$ cat config.mk
export PLATFORM = sky130hd
export DESIGN_NAME = serial_loader
export DESIGN_NICKNAME = d
export VERILOG_FILES = /design/src/rtl/ldr_pkg.sv /design/src/rtl/ldr_hdr_collect.sv /design/src/rtl/ldr_wr_stage.sv /design/src/rtl/serial_loader.sv
export SDC_FILE = /design/constraint.sdc
export NUM_CORES = 1
export LEC_CHECK = 0
export BUFFER_PORTS_ARGS = -buffer_cell sky130_fd_sc_hd__buf_2
export CORE_AREA = 2 2 75 95
export DETAILED_ROUTE_END_ITERATION = 8
export DIE_AREA = 0 0 77 97
export PLACE_DENSITY = 0.82
export SKIP_LAST_GASP = 1
export SLEW_MARGIN = 20
export SYNTH_ARGS = -nofsm -noshare
export SYNTH_HDL_FRONTEND = slang
export SYNTH_SLANG_ARGS = --single-unit
$ cat constraint.sdc
create_clock -name clk -period 3.8 [get_ports clk]
set_input_delay 0.19 -clock clk [delete_from_list [all_inputs] [get_ports clk]]
set_output_delay 0.19 -clock clk [all_outputs]
set_load 0.03 [all_outputs]
$ cat src/rtl/ldr_pkg.sv
package ldr_pkg;
    typedef enum logic [1:0] {
        ST_HDR  = 2'd0,
        ST_DATA = 2'd1,
        ST_DONE = 2'd2
    } ldr_state_e;
endpackage

$ cat src/rtl/ldr_hdr_collect.sv
// Shifts header bytes in LSB first; flags the byte that completes the header.
module ldr_hdr_collect #(
    parameter int ADDR_W = 16,
    parameter int LEN_W  = 16
) (
    input  logic              clk,
    input  logic              rst_n,
    input  logic              clear,
    input  logic              take,
    input  logic [7:0]        byte_in,
    output logic              complete,
    output logic [ADDR_W-1:0] addr_out,
    output logic [LEN_W-1:0]  len_out
);
    localparam int HDR_BITS  = ADDR_W + LEN_W;
    localparam int HDR_BYTES = HDR_BITS / 8;
    localparam int IDX_W     = (HDR_BYTES > 2) ? $clog2(HDR_BYTES) : 1;

    typedef struct packed {
        logic [HDR_BITS-1:0] sr;
        logic [IDX_W-1:0]    idx;
    } hdr_t;

    hdr_t q, d;
    logic [HDR_BITS-1:0] shifted;

    always_comb begin
        d        = q;
        shifted  = {byte_in, q.sr[HDR_BITS-1:8]};
        complete = take && (q.idx == IDX_W'(HDR_BYTES - 1));
        if (clear) begin
            d = '0;
        end else if (take) begin
            d.sr  = shifted;
            d.idx = complete ? '0 : q.idx + IDX_W'(1);
        end
    end

    assign addr_out = shifted[ADDR_W-1:0];
    assign len_out  = shifted[HDR_BITS-1:ADDR_W];

    always_ff @(posedge clk) begin
        if (!rst_n) q <= '0;
        else        q <= d;
    end
endmodule

$ cat src/rtl/ldr_wr_stage.sv
// Presented write register plus a one-entry holding buffer behind it.
module ldr_wr_stage #(
    parameter int DATA_W = 8
) (
    input  logic              clk,
    input  logic              rst_n,
    input  logic              clear,
    input  logic              push,
    input  logic [DATA_W-1:0] push_data,
    input  logic              mem_ready,
    output logic              wr_valid,
    output logic [DATA_W-1:0] wr_data,
    output logic              fire,
    output logic              accept,
    output logic              empty_next
);
    typedef struct packed {
        logic              wr_valid;
        logic [DATA_W-1:0] wr_data;
        logic              hold_valid;
        logic [DATA_W-1:0] hold_data;
    } stage_t;

    stage_t q, d;

    always_comb begin
        d      = q;
        fire   = q.wr_valid && mem_ready;
        accept = !q.hold_valid || fire;
        if (clear) begin
            d = '0;
        end else begin
            if (fire) begin
                d.wr_valid = 1'b0;
                if (q.hold_valid) begin
                    d.wr_valid   = 1'b1;
                    d.wr_data    = q.hold_data;
                    d.hold_valid = 1'b0;
                end
            end
            if (push && accept) begin
                if (!d.wr_valid) begin
                    d.wr_valid = 1'b1;
                    d.wr_data  = push_data;
                end else begin
                    d.hold_valid = 1'b1;
                    d.hold_data  = push_data;
                end
            end
        end
        empty_next = !d.wr_valid && !d.hold_valid;
    end

    assign wr_valid = q.wr_valid;
    assign wr_data  = q.wr_data;

    always_ff @(posedge clk) begin
        if (!rst_n) q <= '0;
        else        q <= d;
    end
endmodule

$ cat src/rtl/serial_loader.sv
module serial_loader #(
    parameter int ADDR_W = 16,
    parameter int LEN_W  = 16
) (
    input  logic              clk,
    input  logic              rst_n,
    input  logic              start,
    input  logic              rx_valid,
    input  logic [7:0]        rx_data,
    input  logic              mem_ready,
    output logic [ADDR_W-1:0] mem_addr,
    output logic [7:0]        mem_wdata,
    output logic              mem_we,
    output logic              loader_busy,
    output logic              load_done,
    output logic              overrun_err
);
    import ldr_pkg::*;

    localparam int DATA_W = 8;

    typedef struct packed {
        ldr_state_e        state;
        logic [ADDR_W-1:0] addr;
        logic [LEN_W-1:0]  left;
        logic              err;
    } ctl_t;

    ctl_t q, d;

    logic              hdr_take, hdr_complete;
    logic [ADDR_W-1:0] hdr_addr;
    logic [LEN_W-1:0]  hdr_len;
    logic              push, fire, accept, empty_next, wr_valid;
    logic [DATA_W-1:0] wr_data;

    assign hdr_take = rx_valid && !start && (q.state == ST_HDR);
    assign push     = rx_valid && !start && (q.state == ST_DATA) && (q.left != '0);

    ldr_hdr_collect #(.ADDR_W(ADDR_W), .LEN_W(LEN_W)) u_hdr (
        .clk      (clk),
        .rst_n    (rst_n),
        .clear    (start),
        .take     (hdr_take),
        .byte_in  (rx_data),
        .complete (hdr_complete),
        .addr_out (hdr_addr),
        .len_out  (hdr_len)
    );

    ldr_wr_stage #(.DATA_W(DATA_W)) u_stage (
        .clk        (clk),
        .rst_n      (rst_n),
        .clear      (start),
        .push       (push),
        .push_data  (rx_data),
        .mem_ready  (mem_ready),
        .wr_valid   (wr_valid),
        .wr_data    (wr_data),
        .fire       (fire),
        .accept     (accept),
        .empty_next (empty_next)
    );

    always_comb begin
        d = q;
        if (start) begin
            d.state = ST_HDR;
            d.left  = '0;
            d.err   = 1'b0;
        end else begin
            unique case (q.state)
                ST_HDR: begin
                    if (hdr_complete) begin
                        d.addr  = hdr_addr;
                        d.left  = hdr_len;
                        d.state = (hdr_len == '0) ? ST_DONE : ST_DATA;
                    end
                end
                ST_DATA: begin
                    if (fire)
                        d.addr = q.addr + ADDR_W'(1);
                    if (push && accept)
                        d.left = q.left - LEN_W'(1);
                    if (push && !accept)
                        d.err = 1'b1;
                    if ((d.left == '0) && empty_next)
                        d.state = ST_DONE;
                end
                default: ;
            endcase
        end
    end

    always_ff @(posedge clk) begin
        if (!rst_n) begin
            q.state <= ST_HDR;
            q.addr  <= '0;
            q.left  <= '0;
            q.err   <= 1'b0;
        end else begin
            q <= d;
        end
    end

    assign mem_addr    = q.addr;
    assign mem_wdata   = wr_data;
    assign mem_we      = wr_valid;
    assign load_done   = (q.state == ST_DONE);
    assign loader_busy = (q.state != ST_DONE);
    assign overrun_err = q.err;
endmodule

==> results.json <==
{
  "holdCritPathClass": "primary input to flip-flop",
  "status": "complete, no violations",
  "hold_violations": 0,
  "ant_nets": 0,
  "worst_hold_slack_ps": 118,
  "viasPerCell": 6.18,
  "layout_common_cells": "79 x nand2_1, 79 x dfxtp_1, 56 x a21oi_1",
  "rsz0062_at_grt": "no",
  "fin_util_pct": 64.9,
  "antenna_found_initial": 0,
  "min_period_ps": 2530,
  "htreeDepth": 3,
  "critPathCaptureType": "flip-flop",
  "io_buffer_count": 40,
  "grt_max_degree": 42,
  "period_share_pct": 66.5,
  "cts_hold_buf": 0,
  "critical-path-max-stage-delay_ps": 550,
  "cap_violations": 0,
  "finalMaxSlewViolations": 0,
  "worst-endpoint-required_ps": 4030,
  "track_usage_pct": 26.8,
  "grt_pass1_vias": 3347,
  "yosys-top-cells-area": "dfxtp_1 39%, nand2_1 7.4%, a21oi_1 7.0%",
  "setup_viol": 0,
  "fin_ws_ps": 1270,
  "crit_path_max_fanout": 9,
  "die_y_um": 97,
  "cts_resized": 0,
  "ys_seq_area_share_pct": 39.4,
  "wirelength_um": 9660,
  "cts_tree": "done",
  "ios": 41,
  "clock_latency_ps": 350,
  "cts_max_path_buffers": 2,
  "nNetsFinal": 520,
  "async_flop_share_pct": 0,
  "core-area_mm2": 0.00652,
  "synth_edf_count": 0,
  "ys_warn_count": 0,
  "synth_area_per_cell_um2": 7.98,
  "gp_congestion": 0.907,
  "ys_seq_elements": 79,
  "overflow": 0,
  "syn-num-nets": 519,
  "fmax_mhz": 396,
  "dp_hpwl_um": 6870,
  "route.detailed.drc": 0,
  "die_w_um": 77,
  "cts-root-buf": "clkbuf_8",
  "path_clk_slew_ps": 80,
  "yosysTopAreaCellShare_pct": 39.4,
  "dp_slack_ps": 1340,
  "max_slew_margin_pct": 55.3,
  "crit_chain": "nor4_1 > nand4_1 > nand2_1 > or3_1 > mux2i_1 > nor2_1",
  "peakVddDrop_mv": 0.251,
  "ys_types": 61,
  "numCtsBuffers": 9,
  "total_power_uw": 1430,
  "fp-row-count": 33,
  "synth_ff_type": "dfxtp_1",
  "slowest_stage": "nor4_1",
  "setup_tns_ps": 0,
  "worstMarginPinSlew_ps": 671,
  "drtIter0Drc": 270,
  "drive_above_1_share_pct": 14.6,
  "cts_setup_buffers": 0,
  "start_util_pct": 61.5,
  "dieArea_mm2": 0.00747,
  "arrival_ps": 2750,
  "synth_cells": 503,
  "vias": 3677,
  "skew_ps": 7.57,
  "leakage_uw": 0.00162,
  "p_per_area_mw_per_mm2": 338,
  "diodes": 0,
  "wl_per_cell_um": 16.2,
  "crit_type": "flip-flop to flip-flop",
  "yosysTopAreaCell": "dfxtp_1",
  "drtPass1Iterations": 4,
  "start_kind": "flip-flop",
  "syn_area_mm2": 0.00402,
  "area_growth_pct": 5.52,
  "grt_pass1_wl_um": 16200,
  "cts_sinks": 79
}
[critical path: cells and delay by family (launching register included)]
kind             cells  cell delay (ps)
and+or+nand+nor      5             1790
DFF                  1              360
muxes                1              250
[routing by layer]
layer	vias up	GRT usage, %	share of wire (%)
met5	-	0	0
met4	0	12.8	2.7
met3	22	4.38	4.9
met2	123	46.6	51
met1	1735	32.1	41
li1	1797	-	-
[sequential cells by signal (all words and copies together), names as in the netlist]
register,flops
mem_addr,16
overrun_err,1
q,18
u_hdr.addr_out,16
u_hdr.len_out,8
u_hdr.q,2
u_stage.q,9
u_stage.wr_data,8
u_stage.wr_valid,1
[Yosys cell counts, types with 5 or more instances]
cell	instances
dfxtp_1	79
nand2_1	79
a21oi_1	56
nor2_1	49
buf_4	24
o21ai_0	23
clkbuf_1	21
mux2i_1	16
nand3_1	11
a211oi_1	9
a31oi_1	9
nor4_1	8
nor3_1	7
nand4_1	6
a22oi_1	5
and2_1	5
and3_1	5
buf_2	5
nand2b_1	5
o22ai_1	5
[worst paths after layout]
kind                                                      from  slack (ps)                        endpoint  cells past startpoint
worst max-delay path                        q[10]$_SDFFE_PP0P_        1270       u_stage.q[7]$_SDFFE_PP0P_                      6
worst min-delay path                                rx_data[3]         120   u_hdr.len_out[3]$_SDFFE_PP0P_                      3
worst max register to register              q[10]$_SDFFE_PP0P_        1270       u_stage.q[7]$_SDFFE_PP0P_                      6
worst min register to register  u_hdr.addr_out[4]$_SDFFE_PP0P_         460  u_hdr.addr_out[4]$_SDFFE_PP0P_                      2
[power breakdown]
part / internal, uW / leakage (uW) / switching [uW] / total, uW
clock network: 235 / 0.0000825 / 313 / 548
registers: 829 / 0.000636 / 2.98 / 832
logic: 15.0 / 0.000904 / 37.1 / 52.1
[layout make-up]
type / count / area [um2]
Clock buffer: 10 / 128
Clock inverter: 5 / 35.0
Sequential cell: 79 / 1580
Tap cell: 87 / 109
Fill cell: 606 / 2290
Multi-Input combinational cell: 366 / 2130
Timing Repair Buffer: 44 / 243
Inverter: 4 / 15.0
[cell families (layout without fill, tap and decap cells)]
kind of cell | after synthesis | in the layout | share of synthesized area (%)
AOI/OAI and AO/OA | 143 | 143 | 22.9
xor gates and xnor gates | 1 | 1 | 0.218
adders and majority gates | 3 | 3 | 0.935
buffers and inverters | 58 | 63 | 8.01
DFF | 79 | 79 | 39.4
muxes | 16 | 16 | 3.99
and+or+nand+nor | 203 | 203 | 24.6
[stage by stage]
step | instances | area, um2
finish | 595 | 4240
global route | 595 | 4240
CTS | 595 | 4240
detailed placement | 580 | 4070
global placement | 579 | 4050
floorplan | 503 | 4020
Note: power is estimated with default switching activity, not from simulation.
